`config.mk`:
```
export PLATFORM = sky130hd
export DESIGN_NAME = tf_sequencer
export DESIGN_NICKNAME = d
export VERILOG_FILES = /design/src/rtl/tf_seq_pkg.sv /design/src/rtl/tf_seq_datapath.sv /design/src/rtl/tf_seq_control.sv /design/src/rtl/tf_sequencer.sv
export SDC_FILE = /design/constraint.sdc
export NUM_CORES = 1
export LEC_CHECK = 0
export BUFFER_PORTS_ARGS = -buffer_cell sky130_fd_sc_hd__buf_2
export CORE_ASPECT_RATIO = 2
export CORE_MARGIN = 1.5
export CORE_UTILIZATION = 35
export DETAILED_ROUTE_END_ITERATION = 8
export PLACE_DENSITY = 0.59
export RECOVER_POWER = 25
export SYNTH_ARGS = -nofsm -noshare
export SYNTH_HDL_FRONTEND = slang
export SYNTH_SLANG_ARGS = --single-unit
```
`constraint.sdc`:
```
create_clock -name clk -period 6 [get_ports clk]
set_input_delay 1.8 -clock clk [delete_from_list [all_inputs] [get_ports clk]]
set_output_delay 1.8 -clock clk [all_outputs]
set_load 0.02 [all_outputs]
```
`src/rtl/tf_seq_pkg.sv`:
```
package tf_seq_pkg;

  typedef enum logic [2:0] {
    OP_LOAD   = 3'd0,
    OP_READ   = 3'd1,
    OP_CMD    = 3'd2,
    OP_SELECT = 3'd3,
    OP_SRST   = 3'd4,
    OP_IRQON  = 3'd5,
    OP_FREEZE = 3'd6,
    OP_NOP    = 3'd7
  } opCode_t;

  localparam int TF_BYTES = 12;
  localparam int TF_W     = 8 * TF_BYTES;
  localparam int STEP_W   = 4;

  localparam logic [3:0] REG_DEV     = 4'h6;
  localparam logic [3:0] REG_STATCMD = 4'h7;
  localparam logic [3:0] REG_CTL     = 4'hE;

  localparam logic [7:0] CTL_NIEN = 8'h02;
  localparam logic [7:0] CTL_SRST = 8'h04;
  localparam logic [7:0] CTL_HOB  = 8'h80;
  localparam logic [7:0] DEVSEL0  = 8'hA0;
  localparam logic [7:0] DEVSEL1  = 8'hB0;

  // one register access as decoded for the current step
  typedef struct packed {
    logic       valid;
    logic       write;
    logic [3:0] addr;
    logic [7:0] wdata;
    logic [3:0] rdByte;
    logic       pause;
    logic       endOp;
  } access_t;

  // control -> datapath strobes
  typedef struct packed {
    logic capture;
    logic complete;
  } strobe_t;

endpackage

```
`src/rtl/tf_seq_datapath.sv`:
```
module tf_seq_datapath
  import tf_seq_pkg::*;
(
  input  logic              clk,
  input  logic              rst,
  input  strobe_t           strobe,
  input  logic [STEP_W-1:0] step,
  input  logic [2:0]        opIn,
  input  logic [TF_W-1:0]   tfIn,
  input  logic [7:0]        ctlIn,
  input  logic              addrValidIn,
  input  logic              lba48In,
  input  logic              devValidIn,
  input  logic              devSelIn,
  input  logic [7:0]        accRData,
  output logic              stepValid,
  output logic              stepPause,
  output logic              stepEnd,
  output logic              accWrite,
  output logic [3:0]        accAddr,
  output logic [7:0]        accWData,
  output logic [TF_W-1:0]   result
);

  opCode_t          opReg;
  logic [TF_W-1:0]  tfReg;
  logic [7:0]       ctlReg;
  logic             addrV, wide, devV, devS;
  logic [7:0]       lastCtl;
  logic             lastValid;
  access_t          acc;

  function automatic logic [7:0] byteOf(input logic [TF_W-1:0] v, input logic [3:0] idx);
    return v[{idx, 3'b000} +: 8];
  endfunction

  // step decode: which access, if any, the current step performs
  always_comb begin
    acc = '0;
    case (opReg)
      OP_LOAD: begin
        acc.endOp = (step >= 4'd12);
        acc.write = 1'b1;
        if (step == 4'd0) begin
          acc.valid = !lastValid || (ctlReg != lastCtl);
          acc.addr  = REG_CTL;
          acc.wdata = ctlReg;
        end else if (step <= 4'd5) begin
          acc.valid = addrV && wide;
          acc.addr  = step;
          acc.wdata = byteOf(tfReg, step + 4'd6);
        end else if (step <= 4'd10) begin
          acc.valid = addrV;
          acc.addr  = step - 4'd5;
          acc.wdata = byteOf(tfReg, step - 4'd5);
        end else if (step == 4'd11) begin
          acc.valid = devV;
          acc.addr  = REG_DEV;
          acc.wdata = byteOf(tfReg, 4'd6);
        end
      end
      OP_READ: begin
        acc.endOp = (step >= 4'd14);
        if (step == 4'd0) begin
          acc.valid  = 1'b1;
          acc.addr   = REG_STATCMD;
        end else if (step <= 4'd5) begin
          acc.valid  = 1'b1;
          acc.addr   = step;
          acc.rdByte = step;
        end else if (step == 4'd6) begin
          acc.valid  = 1'b1;
          acc.addr   = REG_DEV;
          acc.rdByte = 4'd6;
        end else if (step == 4'd7) begin
          acc.valid  = wide;
          acc.write  = 1'b1;
          acc.addr   = REG_CTL;
          acc.wdata  = ctlReg | CTL_HOB;
        end else if (step <= 4'd12) begin
          acc.valid  = wide;
          acc.addr   = step - 4'd7;
          acc.rdByte = step - 4'd1;
        end else if (step == 4'd13) begin
          acc.valid  = wide;
          acc.write  = 1'b1;
          acc.addr   = REG_CTL;
          acc.wdata  = ctlReg;
        end
      end
      OP_CMD: begin
        acc.endOp = (step >= 4'd1);
        acc.valid = 1'b1;
        acc.write = 1'b1;
        acc.addr  = REG_STATCMD;
        acc.wdata = byteOf(tfReg, 4'd0);
      end
      OP_SELECT: begin
        acc.endOp = (step >= 4'd1);
        acc.valid = 1'b1;
        acc.write = 1'b1;
        acc.addr  = REG_DEV;
        acc.wdata = devS ? DEVSEL1 : DEVSEL0;
      end
      OP_SRST: begin
        acc.endOp = (step >= 4'd3);
        acc.valid = 1'b1;
        acc.write = 1'b1;
        acc.addr  = REG_CTL;
        acc.wdata = (step == 4'd1) ? (ctlReg | CTL_SRST) : ctlReg;
        acc.pause = (step != 4'd2);
      end
      OP_IRQON: begin
        acc.endOp = (step >= 4'd1);
        acc.valid = 1'b1;
        acc.write = 1'b1;
        acc.addr  = REG_CTL;
        acc.wdata = ctlReg & ~CTL_NIEN;
      end
      OP_FREEZE: begin
        acc.endOp = (step >= 4'd2);
        acc.valid = 1'b1;
        acc.write = (step == 4'd0);
        acc.addr  = (step == 4'd0) ? REG_CTL : REG_STATCMD;
        acc.wdata = ctlReg | CTL_NIEN;
      end
      default: acc.endOp = 1'b1;
    endcase
  end

  always_ff @(posedge clk) begin
    if (rst) begin
      opReg     <= OP_NOP;
      tfReg     <= '0;
      ctlReg    <= '0;
      addrV     <= 1'b0;
      wide      <= 1'b0;
      devV      <= 1'b0;
      devS      <= 1'b0;
      lastCtl   <= '0;
      lastValid <= 1'b0;
      result    <= '0;
    end else begin
      if (strobe.capture) begin
        opReg  <= opCode_t'(opIn);
        tfReg  <= tfIn;
        ctlReg <= ctlIn;
        addrV  <= addrValidIn;
        wide   <= lba48In;
        devV   <= devValidIn;
        devS   <= devSelIn;
        result <= '0;
      end
      if (strobe.complete) begin
        if (!acc.write)
          result[{acc.rdByte, 3'b000} +: 8] <= accRData;
        else if (acc.addr == REG_CTL) begin
          lastCtl   <= acc.wdata;
          lastValid <= 1'b1;
        end
      end
    end
  end

  assign stepValid = acc.valid;
  assign stepPause = acc.pause;
  assign stepEnd   = acc.endOp;
  assign accWrite  = acc.write;
  assign accAddr   = acc.addr;
  assign accWData  = acc.wdata;

  // a finished control write is what the next load compares against
  assert_ctl_track_R12: assert property (@(posedge clk) disable iff (rst)
    (strobe.complete && acc.write && acc.addr == REG_CTL)
      |=> (lastValid && lastCtl == $past(acc.wdata)));

  // capture and completion never coincide
  assert_no_overlap_R11: assert property (@(posedge clk) disable iff (rst)
    !(strobe.capture && strobe.complete));

endmodule

```
`src/rtl/tf_seq_control.sv`:
```
module tf_seq_control
  import tf_seq_pkg::*;
#(
  parameter int unsigned GAP_CYC = 2000
)(
  input  logic              clk,
  input  logic              rst,
  input  logic              opValid,
  input  logic              stepValid,
  input  logic              stepPause,
  input  logic              stepEnd,
  input  logic              accDone,
  output logic [STEP_W-1:0] step,
  output strobe_t           strobe,
  output logic              accReq,
  output logic              busy,
  output logic              opDone
);

  localparam int unsigned CNT_W = (GAP_CYC > 1) ? $clog2(GAP_CYC) : 1;
  localparam logic [CNT_W-1:0] GAP_LOAD = CNT_W'(GAP_CYC - 1);

  typedef enum logic [1:0] {S_IDLE, S_RUN, S_WAIT, S_GAP} state_t;

  state_t           state;
  logic [CNT_W-1:0] gapCnt;

  always_ff @(posedge clk) begin
    if (rst) begin
      state  <= S_IDLE;
      step   <= '0;
      gapCnt <= '0;
      opDone <= 1'b0;
    end else begin
      opDone <= 1'b0;
      case (state)
        S_IDLE: if (opValid) begin
          state <= S_RUN;
          step  <= '0;
        end
        S_RUN: begin
          if (stepEnd) begin
            opDone <= 1'b1;
            state  <= S_IDLE;
          end else if (!stepValid) begin
            step <= step + 1'b1;
          end else begin
            state <= S_WAIT;
          end
        end
        S_WAIT: if (accDone) begin
          if (stepPause) begin
            gapCnt <= GAP_LOAD;
            state  <= S_GAP;
          end else begin
            step  <= step + 1'b1;
            state <= S_RUN;
          end
        end
        S_GAP: begin
          if (gapCnt == '0) begin
            step  <= step + 1'b1;
            state <= S_RUN;
          end else begin
            gapCnt <= gapCnt - 1'b1;
          end
        end
        default: state <= S_IDLE;
      endcase
    end
  end

  assign strobe.capture  = (state == S_IDLE) && opValid;
  assign strobe.complete = (state == S_WAIT) && accDone;
  assign accReq = (state == S_WAIT);
  assign busy   = (state != S_IDLE);

  // a request is held until the engine finishes it
  assert_req_hold_R11: assert property (@(posedge clk) disable iff (rst)
    (accReq && !accDone) |=> accReq);

  // the end pulse lasts one cycle
  assert_done_pulse_R11: assert property (@(posedge clk) disable iff (rst)
    opDone |=> !opDone);

  // the end pulse comes with the block idle
  assert_done_idle_R11: assert property (@(posedge clk) disable iff (rst)
    opDone |-> !busy);

  // a pause step is followed by a quiet bus, not an immediate request
  assert_gap_quiet_R9: assert property (@(posedge clk) disable iff (rst)
    (accReq && accDone && stepPause) |=> !accReq);

endmodule

```
`src/rtl/tf_sequencer.sv`:
```
module tf_sequencer
  import tf_seq_pkg::*;
#(
  parameter int unsigned CLK_MHZ = 100,
  parameter int unsigned GAP_US  = 20
)(
  input  logic            clk,
  input  logic            rst,
  input  logic            opValid,
  input  logic [2:0]      opCode,
  input  logic [TF_W-1:0] tfIn,
  input  logic [7:0]      ctlIn,
  input  logic            addrValid,
  input  logic            lba48,
  input  logic            devValid,
  input  logic            devSel,
  output logic            busy,
  output logic            opDone,
  output logic [TF_W-1:0] result,
  output logic            accReq,
  output logic            accWrite,
  output logic [3:0]      accAddr,
  output logic [7:0]      accWData,
  input  logic [7:0]      accRData,
  input  logic            accDone
);

  localparam int unsigned GAP_CYC = CLK_MHZ * GAP_US;

  strobe_t           strobe;
  logic [STEP_W-1:0] step;
  logic              stepValid, stepPause, stepEnd;

  tf_seq_control #(.GAP_CYC(GAP_CYC)) u_ctrl (
    .clk(clk), .rst(rst), .opValid(opValid),
    .stepValid(stepValid), .stepPause(stepPause), .stepEnd(stepEnd),
    .accDone(accDone), .step(step), .strobe(strobe),
    .accReq(accReq), .busy(busy), .opDone(opDone)
  );

  tf_seq_datapath u_dp (
    .clk(clk), .rst(rst), .strobe(strobe), .step(step),
    .opIn(opCode), .tfIn(tfIn), .ctlIn(ctlIn),
    .addrValidIn(addrValid), .lba48In(lba48), .devValidIn(devValid), .devSelIn(devSel),
    .accRData(accRData), .stepValid(stepValid), .stepPause(stepPause), .stepEnd(stepEnd),
    .accWrite(accWrite), .accAddr(accAddr), .accWData(accWData), .result(result)
  );

endmodule

```
## Word-level counts from Yosys, hierarchy flattened

Index checks and enable logic that the tools add are counted.

- Flip-flop bits (word level): 234
- Bits in latches: 0
- RAM bits: 0
- Bits in read-only memories: 0
- Input port bits: 123
- Output and inout port bits: 112
- Word-level logic and storage cells: 138
- Memories: 0

- Add/subtract/negate cells: 7
- Multiply operators: 0
- Div/mod/pow operators: 0
- Order comparisons: 8
- Eq/ne operators: 26
- Shift-type cells: 4
- Muxes and demuxes: 61
- Bitwise operators: 1
- Reductions and logical operators: 17

Operator list:

| operator | count |
|---|---|
| 96-bit 2-to-1 mux | 4 |
| 96-bit by 8-bit variable part select with 8-bit output | 2 |
| 14-bit one-hot mux with 7 select lines | 1 |
| 96-bit bitwise mux | 1 |
| 8-bit by 9-bit variable shift with 96-bit output, first input constant | 1 |
| 8-bit by 9-bit variable part select with 96-bit output | 1 |
| 4-bit 2-to-1 mux | 16 |
| 12-bit 2-to-1 mux | 4 |
| 11-bit 2-to-1 mux | 4 |
| 14-bit 2-to-1 mux | 2 |
| 8-bit 2-to-1 mux | 3 |
| 11-bit one-hot mux with 2 select lines | 1 |
| 4-bit one-hot mux with 4 select lines | 1 |
| 1-bit 2-to-1 mux | 14 |
| 4-bit equality test, second input constant | 3 |
| 2-bit 2-to-1 mux | 6 |
| 11-bit zero test | 1 |
| 11-bit by 1-bit subtractor with 11-bit output, second input constant | 1 |
| 2-bit != test, second input constant | 5 |
| 3-bit equality test, second input constant | 3 |
| 7-bit negator with 9-bit output | 1 |
| 4-bit by 3-bit equality test with 1-bit output, second input constant | 2 |
| 4-bit by 2-bit greater-or-equal comparator with 1-bit output, second input constant | 2 |
| 4-bit greater-or-equal comparator, second input constant | 2 |
| 33 further kinds | 43 |

## Longest topological paths before layout

Gate-level depths: netlist of the first run.

- Depth in word-level cells: 13
- Depth in mapped cells: 16
- Depth with buffers taken out: 12

## Cells and area by module

Synthesis of the first run repeated with hierarchy kept, for this count alone.

- Cell total of the unflattened synthesis: 1,248
- Area, all modules: 12,186.7 µm²

By module, submodules not included:

| module | times used | cells an instance | area an instance (µm²) | sequential area each (µm²) |
|---|---|---|---|---|
| tf_seq_datapath | 1 | 1,120 | 11,080.6 | 4,324.1 |
| tf_seq_control | 1 | 128 | 1,106.1 | 360.3 |

## Worst setup path after synthesis of the first run

OpenSTA, ideal clock, no wires.

- Path type: register -> output
- From: register u_ctrl.step[1]
- To: output port accWData[5]
- Data arrival time: 3.224 ns
- Setup slack: 0.976 ns
- Cell stages (with the launch flop): 13
- Path buffers: 4
- Cells stage by stage: dfxtp_1 -> buf_2 -> inv_1 -> clkbuf_1 -> ha_1 -> clkbuf_1 -> clkbuf_1 -> mux4_2 -> mux2i_1 -> o22ai_1 -> a31o_2 -> a221oi_1 -> nor2_1

- Cells in the longest elaborated chain, start to end: 8
- Elaborated cells between the ends (all ways): 23

Ends and longest elaborated chain:

| element | line | RTL |
|---|---|---|
| start: declaration | tf_seq_control.sv:13 | `output logic [STEP_W-1:0] step,` |
| start signal: assignment | tf_seq_control.sv:46 | `step <= step + 1'b1;` |
| start signal: assignment | tf_seq_control.sv:56 | `step <= step + 1'b1;` |
| start signal: assignment | tf_seq_control.sv:62 | `step <= step + 1'b1;` |
| parallel branches: the longest is 7 deep, another holds 4-bit by 3-bit subtractor with 4-bit output | n/a |  |
| 14-bit one-hot mux with 7 select lines (*) | tf_seq_datapath.sv:40 | `case (opReg)` |
| end: declaration | tf_sequencer.sv:23 | `output logic [7:0] accWData,` |

Every way passes the cells marked *.

## Worst setup path after layout of the first run

- From: register u_ctrl.step[0]
- To: output port accAddr[1]

- Cells in the longest elaborated chain, start to end: 8
- Elaborated cells between the ends (all ways): 21

Ends and longest elaborated chain:

| element | line | RTL |
|---|---|---|
| parallel branches: the longest is 7 deep, another holds 4-bit by 3-bit subtractor with 4-bit output | n/a |  |
| 14-bit one-hot mux with 7 select lines (*) | tf_seq_datapath.sv:40 |  |
| end: declaration | tf_sequencer.sv:22 | `output logic [3:0] accAddr,` |

Marks and branches as above.

==> results.txt, run 1 <==
- Cts repair resizes: 0
* DRC marker count from the first detailed-route iteration: 562
- The number of hold buffers added after CTS was 0.
- Number of input and output port buffers inserted: 234
- Post-Syn Area: 11900 µm²
* Maximum number of pins on one net before global-route repair: 87
* Clock-pin slew of the registers on the worst-case setup and hold paths: 0.07 ns
- Period utilisation layout: 92.0%
- Hold timing on the final database bottoms out at a slack of 0.456 ns.
- Final setup violation count: 0
* Count of endpoints failing hold in the final timing report: 0
- The placed instances occupy a cell area of 13300 µm².
* Vertical die dimension: 264 µm
- Once the floorplan was initialized, standard cells occupied 35.5% of the core.
* Element type at the critical path end: primary output
- Top cells by area, synth: sky130_fd_sc_hd__dfxtp_1 39%, sky130_fd_sc_hd__nand2_1 11%, sky130_fd_sc_hd__mux4_2 8.3%
- Unrepaired setup endpoints after global routing: false
- In the global route stage, overall resource usage came out at 24.3%.
* Launch instance of the worst min-delay path: u_dp.result[10]$_SDFF_PP0_
- Clock sink count: 234
- Synthesized netlist cell count: 1376
- Chip width: 134 µm
- Fill cells in the final layout number 3448.
* Area taken by multi-input logic gates: 6720 µm²
* Largest area contributor in the netlist: sky130_fd_sc_hd__dfxtp_1
* Layout overhead on the synthesized area: 16.6%
- TritonCTS clock tree: done
- Final weighted congestion in routability-driven placement: 0.946
- Longest Clk Path Bufs: 3
- Via count: 10900
- WS Path Type: flop to primary output
- Once detail routing completed, the nets flagged for antenna violations numbered 0.
* Highest-count cells in the layout ignoring fill and taps: 363 x sky130_fd_sc_hd__nand2_1, 233 x sky130_fd_sc_hd__dfxtp_1, 150 x sky130_fd_sc_hd__buf_2
* Fmax: 181 MHz
* Clock period minus worst slack: 5.52 ns
* Outcome: complete, no violations
- Synthesis produced a netlist with a net count of 1519.
- Total gr overflow: 0
- For this run, the leading register cell type out of synthesis is sky130_fd_sc_hd__dfxtp_1.
- Sequential cell area fraction in the yosys report: 39.2%
- Summed over all nets, the half-perimeter wirelength after detailed placement is 34.1 mm.
- Avg Inst Size Synth: 8.67 µm²
- With fillers left out, the area of the finished cells amounts to 13900 µm².
- The via count of the first global-routing pass came to 11000.
- Summed over all failing endpoints, the final setup total negative slack is 0 ns.
* Library cell used as clock root buffer: sky130_fd_sc_hd__clkbuf_16
- Number of standard-cell rows in the floorplan: 95
- CP startpoint kind: flop
- For the worst setup path, the data required time is 4.20 ns.
- Synth warnings: 0
- Arrival time at the worst endpoint: 3.72 ns
- Tracing the worst setup path back leads to its startpoint at u_ctrl.step[0]$_SDFFE_PP0P_.
* Reported max-cap violation count: 0
- Number of ports placed on the die boundary: 235
- Floorplan Core Area: 33600 µm²
- For this design the static power due to leakage is 5.23 nW.
- Area share of the largest cell type after synthesis: 39.2%
* Count of nets after finishing: 1688
- For this run, asynchronously set or reset flops after synthesis account for 0%.
- The number of slew-limit violations in the final report is 0.
- Classification of the worst-slack hold path: flop to flop
- EDFF count, synth: 0
- Flip-flop and latch count after synthesis: 234
* Clock insertion delay at the later pin of the skew report: 0.53 ns
* CTS HTree Levels: 1
- Commonest non-fill, non-tap cell in the layout: sky130_fd_sc_hd__nand2_1
- The first global-routing pass estimated 64.8 mm of wire.
* Wire length per cell: 21.9 µm
* Cts bufs inserted: 22
- In this run, distinct cell masters in the synthesized netlist total 82.
- Area of the die: 35300 µm²
- Pre-Repair DR Iteration Count: 5
- Combined flip-flop and latch cell area: 4690 µm²
* Setup slack of the most critical reg-to-reg path: 1.37 ns
* Vias per std cell: 5.48
- Count of unresolved DRC violations after routing: 0
- Clock tree skew after final layout: 0.0123 ns
- At the pin with the least slew margin, the transition time is 0.914 ns.
- Largest fanout of any net on the critical path: 41
- Max_slew headroom: 39.0%
- Number of antenna violations at the first check in global routing: 0
- The worst-case IR drop observed on VDD is 0.199 mV.
- Number of buffers inserted by post-CTS setup repair: 0
- The worst register-to-register path begins at u_ctrl.step[0]$_SDFFE_PP0P_.
* Ratio of total power to cell area: 273 nW/µm²
* DRT Wirelength: 43.7 mm
* Fraction of final layout cells sized beyond drive strength 1: 18.3%
registers in the layout, summed over array words and instances (netlist names), 2 cells and up:
register,cells
u_dp.lastCtl,8
u_dp.opReg,3
u_dp.tfReg,96
u_dp.ctlReg,8
u_ctrl.state,2
u_ctrl.gapCnt,11
u_ctrl.step,4
u_dp.result,96
final timing paths:
check | to | cells past startpoint
setup / recovery | accAddr[1] | 8
setup reg to reg | u_dp.result[36]$_SDFF_PP0_ | 11
hold / removal | u_dp.result[10]$_SDFF_PP0_ | 2
hold reg to reg | u_dp.result[10]$_SDFF_PP0_ | 2
critical path: stages (launching register included):
cell and delay, ns:
sky130_fd_sc_hd__dfxtp_2 0.36, sky130_fd_sc_hd__buf_4 0.48, sky130_fd_sc_hd__nand2b_1 0.30, sky130_fd_sc_hd__o211ai_1 0.31, sky130_fd_sc_hd__a2111oi_0 0.51, sky130_fd_sc_hd__o21ai_0 0.23, sky130_fd_sc_hd__o21ai_1 0.32, sky130_fd_sc_hd__clkinv_1 0.39
sky130_fd_sc_hd__buf_2 0.28
logic make-up (layout without fill, tap and decap cells):
kind of cell	Yosys count	count (layout)	synth area share [%]
and+or+nand+nor	550	550	21.0
DFF	234	234	39.2
adders and majority gates	20	20	2.10
buffers and inverters	128	311	4.64
other	0	1	0
muxes	125	125	15.1
xor gates and xnor gates	18	18	1.45
AOI/OAI and AO/OA	301	301	16.4
stage by stage:
stage / power (mW) / setup WS (ns) / cells / util [%]
floorplan: 2.19 / 0.976 / 1376 / -
global placement: 2.46 / 1.14 / 1957 / 39.6
finish: 3.80 / 0.483 / 1996 / 41.4
global route: 3.96 / 0.274 / 1995 / 41.4
detailed placement: 2.46 / 1.09 / 1957 / 39.6
CTS: 3.83 / 0.505 / 1995 / 41.7
per-layer routing:
metal	GRT usage [%]	vias up	routed length, µm
li1	-	5217	-
met1	21.7	5228	14100
met2	48.8	362	24600
met3	2.73	133	1550
met4	17.2	0	3540
met5	0	-	0
layout make-up:
type                    count  share of cell area [%]
multi-input cells        1014                    48.2
flip-flops and latches    234                    33.7
repair buffers            251                    8.60
clock buffers              32                    4.66
well taps                 436                    3.92
inverters                  22                   0.593
clock inverters             6                   0.306
diodes                      1                  0.0180
cell usage after synthesis, types with 5 or more instances:
master / instances
sky130_fd_sc_hd__a311oi_1: 9
sky130_fd_sc_hd__buf_4: 7
sky130_fd_sc_hd__buf_2: 26
sky130_fd_sc_hd__clkbuf_1: 68
sky130_fd_sc_hd__nor3_1: 17
sky130_fd_sc_hd__nor2b_1: 12
sky130_fd_sc_hd__nand4_1: 9
sky130_fd_sc_hd__xnor2_1: 12
sky130_fd_sc_hd__dfxtp_1: 234
sky130_fd_sc_hd__and4_1: 7
sky130_fd_sc_hd__nor2_1: 42
sky130_fd_sc_hd__nand3_1: 26
sky130_fd_sc_hd__or3_1: 5
sky130_fd_sc_hd__nand2_1: 364
sky130_fd_sc_hd__inv_1: 20
sky130_fd_sc_hd__mux2i_1: 77
sky130_fd_sc_hd__o211ai_1: 8
sky130_fd_sc_hd__or2_2: 6
sky130_fd_sc_hd__a21boi_0: 5
sky130_fd_sc_hd__and2_1: 7
sky130_fd_sc_hd__ha_1: 20
sky130_fd_sc_hd__a21oi_1: 148
sky130_fd_sc_hd__a211oi_1: 13
sky130_fd_sc_hd__a221oi_1: 6
sky130_fd_sc_hd__nand2b_1: 10
sky130_fd_sc_hd__a22o_1: 23
sky130_fd_sc_hd__mux4_2: 44
sky130_fd_sc_hd__o22ai_1: 6
sky130_fd_sc_hd__o21ai_0: 16
sky130_fd_sc_hd__and3_1: 9
sky130_fd_sc_hd__a31oi_1: 16
power by group:
| group | total [mW] | switching (mW) | internal, mW |
|---|---|---|---|
| combinational | 0.706 | 0.449 | 0.257 |
| sequential | 1.73 | 0.102 | 1.62 |
| clock | 1.37 | 0.618 | 0.753 |
No activity file was read; power rests on OpenSTA's default activity.
==> run 2, diff against run 1 <==
CORE_UTILIZATION = 56   (was 35)
PLACE_DENSITY = 0.85   (was 0.59)
clock period = 5.8 ns   (was 6 ns; I/O delays follow)
==> run 2 against run 1 <==
Effect of this change:
- hold slack improved by 0.0033 ns
- worst setup slack got worse by 0.27 ns
- clock power barely moved
- sequential power grew 3%
- largest cell class unchanged
- largest power group unchanged
==> results.txt, run 2 (synthesis results as in run 1) <==
- The flow ran to the end, and the final reports show no timing, DRC or antenna violations.
* Library cell used as clock root buffer: sky130_fd_sc_hd__clkbuf_16
- The wire length after detailed routing is 39.9 mm (-8.8%).
* Maximum vdd ir drop: 0.339 mV (+70%)
- The number of placed cells counting well taps came to 1790 (-8.5%).
* Dpl cell area: 13100 µm² (-1.5%)
* Count of nets after finishing: 1686 (-0.12%)
- The DRC violation count after routing is 0 (unchanged).
- The signal on the critical path passes through o211ai_1 -> a2111oi_0 -> o21ai_0 -> o21ai_1 -> clkinv_1 -> buf_2.
* CP startpoint kind: flop
* CTS hold repair buffers: 0 (unchanged)
- The number of clock sinks seen by CTS is 234 (unchanged).
- The largest registers in the layout are u_dp.result (96), u_dp.tfReg (96), u_ctrl.gapCnt (11).
- The via count of the first global-routing pass is 11300 (+2.7%).
* ANT cells: 0 (-1)
* Clock-pin slew of the registers on the worst-case setup and hold paths: 0.07 ns (about the same)
* Initial core utilization: 57.0% (+22 points)
* Commonest non-fill, non-tap cell in the layout: sky130_fd_sc_hd__nand2_1
- The maximum fanout along the worst path is 34 (-17%).
- The placer's final routability congestion estimate came to 1.03 (+9.4%).
* Critical Path Max Stage Delay: 1.06 ns (+0.55 ns)
- The post-route clock skew came to 0.0102 ns (-0.00206 ns).
* Post-route non-filler standard cell count: 1825 (-8.6%)
- The average wire per cell in the routed design was 21.9 µm (-0.24%).
* Fmax: 179 MHz
- The area of the die is 22300 µm² (-37%).
* Total gr overflow: 0 (unchanged)
* Pre-Repair DR Iteration Count: 7 (+2)
- Final-report max-slew violation count: 0 (unchanged)
- Longest Clk Path Bufs: 3 (unchanged)
* TritonCTS clock tree: done
* CTS HTree Levels: 1 (unchanged)
- Chip width: 106 µm (-20%)
- Via count: 11300 (+3.5%)
- The post-place setup slack is 0.859 ns (-0.236 ns).
- The area of all placed cells without fillers was 13700 µm² (-1.6%).
- The total power is 3.88 mW (+1.9%).
- On the critical path, the stage with the largest delay is an instance of sky130_fd_sc_hd__dfxtp_1.
- Accumulated negative setup slack: 0 ns (unchanged)
- The static power due to leakage came to 5.21 nW (-0.35%).
- The final hold violation count came to 0 (unchanged).
- The required time at the worst-slack endpoint came to 4.06 ns (-0.14 ns).
* Period utilisation layout: 96.3%
* Unrepaired setup endpoints after global routing: false
* Vertical die dimension: 209 µm (-21%)
* Clock insertion delay at the later pin of the skew report: 0.51 ns (-0.02 ns)
- The area growth from synthesis to layout is 14.8%.
- The count of nets left with antenna violations after detail routing is 0 (unchanged).
- The largest net degree at the start of global routing was 99 (+14%).
- Number of buffers inserted by post-CTS setup repair: 0 (unchanged)
- In the layout the commonest cells are 363 x sky130_fd_sc_hd__nand2_1, 233 x sky130_fd_sc_hd__dfxtp_1, 148 x sky130_fd_sc_hd__a21oi_1, 148 x sky130_fd_sc_hd__buf_2, 89 x sky130_fd_sc_hd__clkbuf_1.
* WS Path Type: flop to primary output
- Total track usage: 35.4% (+11 points)
- The HPWL reported at the end of detailed placement was 30.2 mm (-11%).
- Arrival time at the worst endpoint: 3.85 ns (+0.13 ns)
- Number of antenna violations at the first check in global routing: 1 (+1)
* Worst-case setup margin in the final layout: 0.212 ns (-0.271 ns)
* Reported max-cap violation count: 0 (unchanged)
- Cts repair resizes: 0 (unchanged)
* Floorplan Core Area: 20900 µm² (-38%)
- Classification of the worst-slack hold path: flop to flop
- The worst hold slack is 0.459 ns (+0.00327 ns).
- The ratio of total power to cell area was 283 nW/µm² (+3.6%).
- Clock period minus worst slack: 5.59 ns
* Finished Core Util: 65.5% (+24 points)
- The first-iteration detailed-routing DRC count came to 814 (+45%).
* Vias per std cell: 6.20 (+13%)
- Number of standard-cell rows in the floorplan: 75 (-21%)
- The number of filler cells placed in the layout is 1751 (-49%).
* Number of ports placed on the die boundary: 235 (unchanged)
- Fraction of final layout cells sized beyond drive strength 1: 18.1% (-0.22 points)
* Cts bufs inserted: 20 (-9.1%)
- First-pass GRT wire length: 60.5 mm (-6.7%)
* Max_slew headroom: 25.5% (-14 points)
- The count of endpoints failing setup in the final report was 0 (unchanged).
- Worst Tran Pin Value: 1.12 ns (+0.201 ns)
* Number of input and output port buffers inserted: 234 (unchanged)
- The worst setup path is captured at a primary output.
[run 2: cell count changes in the layout (fill, tap and decap cells not counted), moves of 2 or more]
cell,before,now
sky130_fd_sc_hd__clkbuf_16,23,21
sky130_fd_sc_hd__clkinv_4,2,0
sky130_fd_sc_hd__buf_2,150,148
sky130_fd_sc_hd__clkinv_2,2,0
sky130_fd_sc_hd__clkbuf_8,4,6
[run 2: final cells by class]
class,count,area (µm²),share of cell area (%)
clock buffers,31,623,4.55
well taps,269,337,2.46
clock inverters,4,53.8,0.393
flip-flops and latches,234,4690,34.2
inverters,22,82.6,0.603
multi-input cells,1014,6720,49.0
repair buffers,251,1210,8.81
[run 2: per-layer routing]
metal	wire, µm	vias up	track usage [%]
li1	-	5223	-
met1	12400	5319	32.3
met2	20800	579	65.4
met3	2230	198	4.66
met4	4520	2	33.1
met5	16	-	0
[run 2: final timing paths]
path / startpoint / endpoint / slack [ns] / depth (start not counted)
setup / recovery: u_ctrl.step[3]$_SDFFE_PP0P_ / accAddr[1] / 0.21 / 6
hold / removal: u_dp.result[68]$_SDFF_PP0_ / u_dp.result[68]$_SDFF_PP0_ / 0.46 / 2
hold reg to reg: u_dp.result[68]$_SDFF_PP0_ / u_dp.result[68]$_SDFF_PP0_ / 0.46 / 2
setup reg to reg: u_ctrl.step[0]$_SDFFE_PP0P_ / u_dp.result[33]$_SDFF_PP0_ / 1.07 / 11
[run 2: worst max-delay path: cells and delay by family, from the launching register on]
| family | cells | cell delay [ns] |
|---|---|---|
| AOI/OAI and AO/OA | 4 | 1.62 |
| buffers and inverters | 2 | 0.64 |
| DFF | 1 | 1.06 |
[run 2: power by group]
group	switching, mW	internal (mW)	total [mW]	leakage, nW
Clock	0.594	0.787	1.38	0.326
Combinational	0.437	0.266	0.703	2.99
Sequential	0.114	1.68	1.79	1.90
==> run 3, diff against run 2 <==
CORE_MARGIN = 2   (was 1.5)
CORE_UTILIZATION = 58   (was 56)
CTS_BUF_LIST = sky130_fd_sc_hd__clkbuf_4 sky130_fd_sc_hd__clkbuf_8   (was unset)
PLACE_DENSITY = 0.87   (was 0.85)
SKIP_LAST_GASP = 1   (was unset)
==> run 3 against run 2 <==
Effect of this change:
- the run now ends with max-capacitance violations, max-slew violations left
- sequential power is essentially flat
- fmax increased by 1.9%
- global-route usage increased by 0.90 points
- die area is 2.0% lower
- first-iteration DRC count down 14%
- clock skew is 0.0058 ns higher
- worst setup slack gained 0.10 ns
- count of clock-buffer cells in the layout up 15
- wire length up 0.74%
- final cell count is 1.2% higher
- critical endpoint unchanged
==> results.txt, run 3 (synthesis results as in run 1) <==
- Period utilisation layout: 94.6% (-1.8 points)
* Uppermost metal layer occupied by signal nets: met4
- Pre-Repair DR Iteration Count: 7 (unchanged)
* Outcome: finished with violations
* Count of endpoints failing hold in the final timing report: 0 (unchanged)
- The static power due to leakage came to 5.63 nW (+8.0%).
* Startpoint of the most critical register-to-register path: u_ctrl.step[3]$_SDFFE_PP0P_
* CTS HTree Levels: 1 (unchanged)
- The number of top-level pins is 235 (unchanged).
* Power after layout: 3.86 mW (-0.43%)
- The worst register-to-register path ends at u_dp.result[35]$_SDFF_PP0_.
- The fraction of layout cells with a size suffix above 1 was 24.7% (+6.7 points).
- The starting density of the core came to 58.9% (+1.8 points).
- Floorplan Core Area: 20300 µm² (-3.1%)
* Biggest regs: u_dp.result (96), u_dp.tfReg (96), u_ctrl.gapCnt (11)
* DRC marker count from the first detailed-route iteration: 701 (-14%)
- The wire length of the first global-routing pass came to 60.6 mm (+0.14%).
- Compared with the post-synthesis result, the final layout area differs by 15.9%.
* Classification of the worst-slack hold path: flop to flop
* Vias per std cell: 6.19 (-0.25%)
* Number of antenna violations at the first check in global routing: 0 (-1)
* DRT Wirelength: 40.2 mm (+0.74%)
* Detailed-routed wire length on met3: 2.08 mm (-6.5%)
- WS Path Type: flop to primary output
* Library cell used as clock root buffer: sky130_fd_sc_hd__clkbuf_8
- Dpl hpwl: 30.5 mm (+1.0%)
* Clock-pin slew of the registers on the worst-case setup and hold paths: 0.07 ns (about the same)
- The count of instances resized after the clock tree is built came to 0 (unchanged).
* M1 WL: 12.3 mm (-0.44%)
- STA classifies the critical path startpoint as a flop.
- The cell depth of the worst flop-to-flop path was 10 (-1).
* Maximum vdd ir drop: 0.248 mV (-27%)
* Endpoint of the worst hold-timing path: u_dp.result[71]$_SDFF_PP0_
* Worst Hold Depth: 2 (unchanged)
- The number of clock sinks seen by CTS was 234 (unchanged).
* Vertical die dimension: 207 µm (-1.2%)
- Combined flip-flop and latch cell area: 4690 µm² (unchanged)
- The wire length on met2 was 21.5 mm (+3.3%).
- The library cell used most frequently in the layout, excluding fill and tap cells, is sky130_fd_sc_hd__nand2_1.
- Wire length per cell: 21.8 µm (-0.41%)
- Clock period minus worst slack: 5.49 ns (-0.102 ns)
- The horizontal extent of the die came to 105 µm (-0.75%).
- The DRC violation count after routing is 0 (unchanged).
* Count of nets after finishing: 1700 (+0.83%)
- The largest net degree at the start of global routing came to 93 (-6.1%).
- Worst Tran Pin Value: 2.37 ns (+1.26 ns)
- The final reports fail on max-capacitance violations, max-slew violations.
- Max_slew headroom: -58.1% (-84 points)
* Largest fanout of any net on the critical path: 43 (+26%)
- Via count: 11400 (+0.90%)
- The number of diodes was 0 (unchanged).
- Fmax: 182 MHz (+1.9%)
- Number of input and output port buffers inserted: 234 (unchanged)
* CTS hold repair buffers: 0 (unchanged)
- Number of standard-cell rows in the floorplan: 74 (-1.3%)
- The number of slew-limit violations in the final report was 146 (+146).
- Number of buffers inserted by post-CTS setup repair: 0 (unchanged)
- The worst hold path begins at u_dp.result[71]$_SDFF_PP0_.
- The area of the die came to 21800 µm² (-2.0%).
- The count of maximum capacitance violations is 2 (+2).
- The count of nets left with antenna violations after detail routing is 0 (unchanged).
* Area taken by multi-input logic gates: 6720 µm² (unchanged)
- The placer's final routability congestion estimate was 1.08 (+4.3%).
- Total track usage: 36.3% (+0.90 points)
- The data arrival time of the worst path was 3.75 ns (-0.10 ns).
- Clock insertion delay at the later pin of the skew report: 0.59 ns (+0.08 ns)
* Setup slack of the most critical reg-to-reg path: 1.23 ns (+0.16 ns)
* Longest Clk Path Bufs: 3 (unchanged)
- The top cell types in the final layout, fill and taps aside, are 363 x sky130_fd_sc_hd__nand2_1, 233 x sky130_fd_sc_hd__dfxtp_1, 231 x sky130_fd_sc_hd__buf_2.
- The ratio of total power to cell area is 279 nW/µm² (-1.3%).
* Element type at the critical path end: primary output
- Total gr overflow: 0 (unchanged)
- The post-route clock skew was 0.0160 ns (+0.00580 ns).
- The total clock buffers created by CTS is 31 (+55%).
* Vias in the first global route: 11400 (+1.3%)
* TritonCTS clock tree: done
* Unrepaired setup endpoints after global routing: false
- The number of filler cells placed in the layout is 1636 (-6.6%).
* Accumulated negative setup slack: 0 ns (unchanged)
- Final setup violation count: 0 (unchanged)
* Data required time at the worst endpoint: 4.06 ns (about the same)
run 3: final cells by class:
cell class,instances,share of cell area [%]
Inverter,22,0.597
Sequential cell,234,33.9
Timing Repair Buffer,254,9.51
Clock buffer,46,4.31
Tap cell,266,2.41
Clock inverter,10,0.760
Multi-Input combinational cell,1014,48.5
run 3: worst max path at each step:
stage | start | end
global placement | u_ctrl.step[0]$_SDFFE_PP0P_ | accAddr[1]
CTS | u_ctrl.step[0]$_SDFFE_PP0P_ | accAddr[1]
global route | u_ctrl.step[0]$_SDFFE_PP0P_ | accAddr[1]
detailed placement | u_ctrl.step[0]$_SDFFE_PP0P_ | accAddr[1]
floorplan | u_ctrl.step[1]$_SDFFE_PP0P_ | accWData[5]
finish | u_ctrl.step[0]$_SDFFE_PP0P_ | accAddr[1]
run 3: report_power, final:
group	internal [mW]	total (mW)	switching (mW)
clock network	0.748	1.36	0.613
registers	1.68	1.79	0.108
logic	0.266	0.712	0.446
total	2.69	3.86	1.17
run 3: stage by stage:
| stage | std cells | worst slack [ns] | hold slack, ns | cell area, µm² | utilization (%) |
|---|---|---|---|---|---|
| final | 1846 | 0.314 | 0.458 | 13800 | 68.2 |
| after global routing | 1846 | 0.157 | 0.479 | 13800 | 68.2 |
| after CTS | 1846 | 0.380 | 0.457 | 13800 | 68.3 |
| after detailed placement | 1790 | 1.04 | 0.446 | 13100 | 64.8 |
| after global placement | 1790 | 1.11 | 0.440 | 13100 | 64.8 |
| after floorplan | 1376 | 0.836 | 0.436 | 11900 | - |
run 3: critical path: stages (launching register included):
cell,delay (ns)
sky130_fd_sc_hd__dfxtp_2,0.34
sky130_fd_sc_hd__buf_4,0.29
sky130_fd_sc_hd__ha_1,0.37
sky130_fd_sc_hd__and3b_1,0.21
sky130_fd_sc_hd__and3_1,0.31
sky130_fd_sc_hd__a2111oi_0,0.45
sky130_fd_sc_hd__o21ai_0,0.15
sky130_fd_sc_hd__o21ai_1,0.32
sky130_fd_sc_hd__clkinv_1,0.41
sky130_fd_sc_hd__buf_2,0.27
run 3: layer usage:
| metal | GRT usage (%) | vias to the layer above |
|---|---|---|
| met5 | 0 | - |
| met4 | 34.9 | 0 |
| met3 | 4.96 | 219 |
| met2 | 69.4 | 558 |
| met1 | 31.3 | 5407 |
| li1 | - | 5239 |
